$ cat config.mk
export PLATFORM = sky130hd
export DESIGN_NAME = magcmp_dual
export DESIGN_NICKNAME = d
export VERILOG_FILES = /design/src/rtl/magcmp_pkg.sv /design/src/rtl/magcmp_low.sv /design/src/rtl/magcmp_msb.sv /design/src/rtl/magcmp_dual.sv
export SDC_FILE = /design/constraint.sdc
export NUM_CORES = 1
export LEC_CHECK = 0
export ABC_AREA = 0
export ABC_CLOCK_PERIOD_IN_PS = 1700
export BUFFER_PORTS_ARGS = -buffer_cell sky130_fd_sc_hd__buf_4
export CORE_AREA = 5 5 42 44
export DETAILED_ROUTE_END_ITERATION = 10
export DIE_AREA = 0 0 47 49
export PLACE_DENSITY = 0.45
export SLEW_MARGIN = 30
export SYNTH_ARGS = -nofsm -noshare
export SYNTH_HDL_FRONTEND = slang
export SYNTH_SLANG_ARGS = --single-unit
export TNS_END_PERCENT = 50
$ cat constraint.sdc
create_clock -name vclk -period 1.7
set_input_delay 0.255 -clock vclk [all_inputs]
set_output_delay 0.255 -clock vclk [all_outputs]
set_load 0.05 [all_outputs]
$ cat src/rtl/magcmp_pkg.sv
package magcmp_pkg;
  typedef enum logic {
    MODE_UNSIGNED = 1'b0,
    MODE_SIGNED   = 1'b1
  } cmp_mode_e;

  typedef struct packed {
    logic gt;
    logic eq;
    logic lt;
  } cmp_flags_t;
endpackage

$ cat src/rtl/magcmp_low.sv
// Unsigned comparator over the low bits, shared by both modes.
module magcmp_low #(
  parameter int W = 3
) (
  input  logic [W-1:0] lo_a,
  input  logic [W-1:0] lo_b,
  output logic         lo_gt,
  output logic         lo_lt
);
  // Decision ripples from the top bit downward; the first differing bit wins.
  logic [W:0] gt_c;
  logic [W:0] lt_c;

  assign gt_c[W] = 1'b0;
  assign lt_c[W] = 1'b0;

  for (genvar i = W - 1; i >= 0; i--) begin : g_bit
    logic decided;
    assign decided = gt_c[i+1] | lt_c[i+1];
    assign gt_c[i] = gt_c[i+1] | (~decided & lo_a[i] & ~lo_b[i]);
    assign lt_c[i] = lt_c[i+1] | (~decided & ~lo_a[i] & lo_b[i]);
  end

  assign lo_gt = gt_c[0];
  assign lo_lt = lt_c[0];
endmodule

$ cat src/rtl/magcmp_msb.sv
// Mode-specific handling of the top bit.
module magcmp_msb
  import magcmp_pkg::*;
(
  input  logic       top_a,
  input  logic       top_b,
  input  cmp_mode_e  mode,
  input  logic       lo_gt,
  input  logic       lo_lt,
  output cmp_flags_t flags
);
  logic top_differ;
  logic a_wins_top;

  assign top_differ = top_a ^ top_b;
  // Unsigned: a top bit of 1 is larger. Signed: a top bit of 0 is larger.
  assign a_wins_top = (mode == MODE_SIGNED) ? ~top_a : top_a;

  always_comb begin
    if (top_differ) begin
      flags.gt = a_wins_top;
      flags.lt = ~a_wins_top;
      flags.eq = 1'b0;
    end else begin
      flags.gt = lo_gt;
      flags.lt = lo_lt;
      flags.eq = ~lo_gt & ~lo_lt;
    end
  end
endmodule

$ cat src/rtl/magcmp_dual.sv
module magcmp_dual
  import magcmp_pkg::*;
#(
  parameter int WIDTH = 4
) (
  input  logic [WIDTH-1:0] op_a,
  input  logic [WIDTH-1:0] op_b,
  input  logic             signed_mode,
  output logic             a_gt,
  output logic             a_eq,
  output logic             a_lt
);
  localparam int LOW_W = WIDTH - 1;

  logic       low_gt;
  logic       low_lt;
  cmp_flags_t res;
  cmp_mode_e  mode;

  assign mode = cmp_mode_e'(signed_mode);

  magcmp_low #(.W(LOW_W)) u_low (
    .lo_a  (op_a[LOW_W-1:0]),
    .lo_b  (op_b[LOW_W-1:0]),
    .lo_gt (low_gt),
    .lo_lt (low_lt)
  );

  magcmp_msb u_msb (
    .top_a (op_a[WIDTH-1]),
    .top_b (op_b[WIDTH-1]),
    .mode  (mode),
    .lo_gt (low_gt),
    .lo_lt (low_lt),
    .flags (res)
  );

  assign a_gt = res.gt;
  assign a_eq = res.eq;
  assign a_lt = res.lt;
endmodule

==> results.md, run 1 <==
| Metric | This run |
|---|---|
| Result of the run | complete, but fails checks |
| Violated checks | negative setup slack |
| Number of library cell types mapped by synthesis | 15 |
| Hold Buf Count CTS | 0 |
| Total internal power | 57.6 uW |
| Final Net Count | 52 |
| Worst-path fanout max | 3 |
| Metal3 WL | 21 um |
| Register area | 0 sq um |
| Wire length of the first global-routing pass | 1050 um |
| Arrival time of the worst setup path | 1.46 ns |
| Total of clock buffers placed in the layout | 0 |
| Worst Hold Class | in -> out |
| Upper clock frequency limit | 582 MHz |
| Starting density of the core | 0.138 |
| Share of cells above drive strength 1 | 0.641 |
| Antenna violations before repair | 0 |
| Data required time of the critical path | 1.44 ns |
| Kind of capture point of the worst setup path | output pin |
| Die X-Extent | 47 um |
| Headroom to the max-slew limit | 0.823 |
| Max layer used | met3 |
| Leakage dissipation | 0.000167 uW |
| Slew Viols, Final | 0 |
| Number of placement rows | 14 |
| All-layer global routing usage | 0.0549 |
| Footprint of the multi-input gates | 246 sq um |
| Switching part of the total power | 0.545 |
| Power share of the clock group | 0 |
| Final clock period utilization by the worst path | 1.01 |
| Synthesis Warnings | 0 |
| Worst setup slack before clock tree synthesis | -0.166 ns |
| Drt first-iter violations | 6 |
| Fin Hold WS | 0.923 ns |
| Post-Syn Nets | 38 |
| Register share of total power | 0 |
| Final Setup Violations | 2 |
| Type of the setup path with the least slack | in -> out |
| Pwr/cell area | 322 nW/um^2 |
| Max IR drop VDD | 0.000103 V |
| DRC violation count after routing | 0 |
| Final ANT Viol Nets | 0 |
| Synth area leader | sky130_fd_sc_hd__ha_1 |
| Wire length per cell after detailed routing | 9.93 um |
| Top cells by instance count after synthesis | 3 x sky130_fd_sc_hd__a21oi_1, 3 x sky130_fd_sc_hd__inv_1 |
| Comb power frac | 1.000 |
| Critical path launch point type | input port |
| GRT Residual Overflow | 0 |
| Max cap viols | 0 |
| Area share of the leading cell type in the synthesized netlist | 0.129 |
| Min Tclk post-route | 1.72 ns |
| Die area | 2300 sq um |
| Number of antenna cells inserted | 0 |
| Sequential area share after synthesis | 0 |
| RSZ-0062 raised after global routing | true |
| Number of flip-flops and latches | 0 |
| Dominant cells by area after synthesis | sky130_fd_sc_hd__ha_1 13%, sky130_fd_sc_hd__and3b_2 10%, sky130_fd_sc_hd__nor4b_1 9.0%, sky130_fd_sc_hd__xor2_1 9.0%, sky130_fd_sc_hd__o41ai_2 8.4% |
| Routability congestion estimate | 0.621 |
| Hold violation total from the final report | 0 |
| IO buf count | 12 |
| Area growth, synth to finish | 103% |
| Largest net degree at the start of global routing | 10 |
| Number of fill cells | 164 |
| Slew at the pin closest to its max-slew limit | 0.263 ns |
| Net switching power | 68.9 uW |
| Vias per cell | 4.42 |
| Via count of the first global-routing pass | 257 |
| Total core area | 1400 sq um |
| Drt pass-1 iters | 2 |
| Post-route worst setup slack | -0.0197 ns |
| Final Routed Wirelength | 546 um |
| Die height | 49 um |
| Top-Level Pins | 12 |
| Vias after detailed routing | 243 |
| Met1 routed wirelength after detailed routing | 205 um |
| Cell Area, Synth | 194 sq um |
| Detail Route met2 WL | 319 um |
| Gate Count Post-Synth | 27 |
| Synthesized area per cell | 7.18 sq um |
| Number of buffers inserted to repair setup after CTS | 0 |
==> layout by cell type, fill, tap and decap left out <==
master                     instances
sky130_fd_sc_hd__o41ai_2           1
sky130_fd_sc_hd__nor3_4            2
sky130_fd_sc_hd__o21ai_2           2
sky130_fd_sc_hd__nor4b_2           2
sky130_fd_sc_hd__buf_8             1
sky130_fd_sc_hd__and3b_2           2
sky130_fd_sc_hd__inv_1             2
sky130_fd_sc_hd__xor2_1            2
sky130_fd_sc_hd__a21oi_1           3
sky130_fd_sc_hd__buf_6             2
sky130_fd_sc_hd__o21ai_0           2
sky130_fd_sc_hd__o41ai_4           1
sky130_fd_sc_hd__buf_4            10
sky130_fd_sc_hd__ha_4              1
sky130_fd_sc_hd__nor3_1            1
sky130_fd_sc_hd__inv_4             1
sky130_fd_sc_hd__ha_1              1
sky130_fd_sc_hd__nand2b_1          2
sky130_fd_sc_hd__nand3_1           1
==> power by group through the flow <==
stage               Sequential, uW  Clock, uW  Combinational (uW)
finish                           0          0                 126
global route                     0          0                 138
CTS                              0          0                 128
detailed placement               0          0                 104
global placement                 0          0                 103
floorplan                        0          0                66.2
==> metal layers <==
layer / track usage / up-vias
met4: 0 / 0
met1: 0.0678 / 113
met3: 0.00369 / 0
met2: 0.104 / 3
met5: 0 / -
li1: - / 127
==> final cells by class <==
type,count,area share
multi-input combinational,23,0.627
inverter,3,0.0350
timing repair buffer,13,0.287
tap,16,0.0510
==> worst paths after layout <==
kind | slack (ns) | depth (start not counted) | endpoint | startpoint
min | 0.92 | 5 | a_lt | op_b[3]
max | -0.02 | 8 | a_lt | op_a[2]
==> kinds of logic after synthesis <==
| group | Yosys count | share of synthesized area |
|---|---|---|
| AO/OA/AOI/OAI | 9 | 0.310 |
| adder cells (fa/ha/maj) | 2 | 0.129 |
| buffers and inverters | 4 | 0.0838 |
| AND/OR/NAND/NOR | 10 | 0.387 |
| XOR/XNOR | 2 | 0.0903 |
==> stage by stage <==
| step | setup TNS, ns | power (uW) | utilization | std cells | cell area (sq um) |
|---|---|---|---|---|---|
| 2_1_floorplan | -0.215 | 66.2 | - | 27 | 201 |
| 3_3_place_gp | -0.272 | 103 | 0.224 | 55 | 314 |
| 3_5_place_dp | -0.306 | 104 | 0.224 | 55 | 314 |
| 4_1_cts | -0.0576 | 128 | 0.280 | 55 | 393 |
| 5_1_grt | -0.172 | 138 | 0.280 | 55 | 393 |
| 6_report | -0.0218 | 126 | 0.280 | 55 | 393 |
==> critical path: stages <==
cell and delay (ns):
sky130_fd_sc_hd__buf_8 0.08, sky130_fd_sc_hd__inv_4 0.03, sky130_fd_sc_hd__ha_4 0.25, sky130_fd_sc_hd__and3b_2 0.24, sky130_fd_sc_hd__nor3_4 0.07, sky130_fd_sc_hd__o41ai_4 0.29, sky130_fd_sc_hd__o21ai_2 0.09, sky130_fd_sc_hd__buf_6 0.16
==> timing repair <==
item,4_1_cts,5_1_grt
pin swaps,5,1
setup endpoints to repair,2,2
gates resized for setup,14,0
Note: power is estimated with default switching activity, not from simulation.
==> run 2: changes to the inputs <==
- PLACE_DENSITY: 0.45 -> 0.38
==> run 2 against run 1 <==
- the flow now finishes without violations
- critical path type unchanged
- final cell count stayed put
- first-iteration DRC count is 83% lower
- largest cell class unchanged
- global-route usage is 0.28 points lower
- sequential share of layout area stayed put
- core utilization is 0.36 points lower
- count of clock-buffer cells in the layout stayed put
- power is 0.98% lower
==> results.md, run 2 (same netlist as run 1, synthesis figures left out) <==
| Metric | This run |
|---|---|
| Upper clock frequency limit | 604 MHz |
| Number of flip-flops and latches | 0 |
| Worst-path fanout max | 3 |
| Antenna violations before repair | 0 |
| Die area | 2300 sq um |
| Final ANT Viol Nets | 0 |
| IO buf count | 12 |
| Total core area | 1400 sq um |
| Top-Level Pins | 12 |
| Pwr/cell area | 323 nW/um^2 |
| Number of fill cells | 164 |
| Register area | 0 sq um |
| Final Net Count | 52 |
| Critical path launch point type | input port |
| Largest net degree at the start of global routing | 10 |
| Routability congestion estimate | 0.676 |
| Wire length of the first global-routing pass | 993 um |
| Leakage dissipation | 0.000164 uW |
| Footprint of the multi-input gates | 238 sq um |
| Delay of the slowest critical-path stage | 0.25 ns |
| Final Routed Wirelength | 530 um |
| Final core utilization | 0.277 |
| RSZ-0062 raised after global routing | true |
| Max IR drop VDD | 0.000103 V |
| Result of the run | complete, no violations |
| Min Tclk post-route | 1.66 ns |
| DRC violation count after routing | 0 |
| Die height | 49 um |
| Final clock period utilization by the worst path | 0.974 |
| Total of clock buffers placed in the layout | 0 |
| Drt pass-1 iters | 4 |
| Cell breakdown of the critical path | buf_8 > inv_4 > ha_4 > and3b_2 > nor3_4 > nor4b_2 > o21ai_2 > buf_6 |
| Starting density of the core | 0.138 |
| Hold violation total from the final report | 0 |
| Kind of capture point of the worst setup path | output pin |
| Max cap viols | 0 |
| Drt first-iter violations | 1 |
| Cell with the biggest individual delay on the critical path | sky130_fd_sc_hd__ha_4 |
| Leading cell type in the layout, fill and taps excluded | sky130_fd_sc_hd__buf_4 |
| Area growth, synth to finish | 100% |
| Via count of the first global-routing pass | 249 |
| All-layer global routing usage | 0.0520 |
| Worst Hold Class | in -> out |
| Final Setup Violations | 0 |
| Slew at the pin closest to its max-slew limit | 0.277 ns |
| Arrival time of the worst setup path | 1.40 ns |
| Share of cells above drive strength 1 | 0.667 |
| Die X-Extent | 47 um |
| Slew Viols, Final | 0 |
| Number of antenna cells inserted | 0 |
| Number of placement rows | 14 |
| Headroom to the max-slew limit | 0.813 |
| Vias after detailed routing | 239 |
| GRT Residual Overflow | 0 |
| Vias per cell | 4.35 |
| Number of buffers inserted to repair setup after CTS | 0 |
| Wire length per cell after detailed routing | 9.64 um |
| Worst setup slack before clock tree synthesis | -0.169 ns |
| Type of the setup path with the least slack | in -> out |
| Data required time of the critical path | 1.44 ns |
| Top library cells by usage in the layout, fill and taps aside | 9 x sky130_fd_sc_hd__buf_4, 3 x sky130_fd_sc_hd__a21oi_1, 3 x sky130_fd_sc_hd__buf_6 |
| Start point of the critical path | op_a[2] |
| Capture point of the critical path | a_gt |
| Post-route worst setup slack | 0.0441 ns |
-- run 2: cell counts in the layout (fill, tap and decap cells not counted) --
No cell type changed its count.
-- run 2: worst min-delay path by stage --
stage	endpoint	startpoint	depth (start not counted)
CTS	a_gt	signed_mode	5
finish	a_lt	op_b[3]	5
floorplan	a_lt	op_b[3]	3
global route	a_lt	op_b[3]	5
detailed placement	a_lt	op_b[3]	5
global placement	a_lt	op_b[3]	5
-- run 2: report_power, final --
part	switching (uW)	internal [uW]	total (uW)	leakage [uW]
registers	0	0	0	0
logic	67.4	57.8	125	0.000164
clock network	0	0	0	0
-- run 2: critical path, delay by kind of cell --
| kind | cells | cell delay [ns] |
|---|---|---|
| adder cells (fa/ha/maj) | 1 | 0.25 |
| buffers and inverters | 3 | 0.27 |
| AO/OA/AOI/OAI | 1 | 0.09 |
| AND/OR/NAND/NOR | 3 | 0.54 |
-- run 2: stage by stage --
step                      hold WS (ns)  area, sq um  TNS, ns  total power, uW  instances
after floorplan                  0.748          201   -0.215             66.2         27
after global placement           0.949          314   -0.305              104         55
after detailed placement         0.944          314   -0.309              104         55
after CTS                        0.916          385  -0.0188              126         55
after global routing             0.927          388  -0.0687              136         55
final                            0.909          388        0              125         55
-- run 2: layout make-up --
cell class,instances,area share
Tap cell,16,0.0516
Inverter,3,0.0355
Multi-Input combinational cell,23,0.613
Timing Repair Buffer,13,0.300
-- run 2: what timing repair did --
action / in CTS / in global routing
pin swaps: 8 / 3
hold buffers: 0 / 0
gates resized for setup: 14 / 1
setup endpoints to repair: 2 / 3
gates cloned: 0 / 0
-- run 2: layer usage --
metal	wire, um	global-route usage	part of all wire	vias up
met5	0	0	0	-
li1	-	-	-	125
met4	0	0	0	0
met3	22	0.00369	0.042	0
met2	250	0.0837	0.47	6
met1	257	0.0786	0.48	108
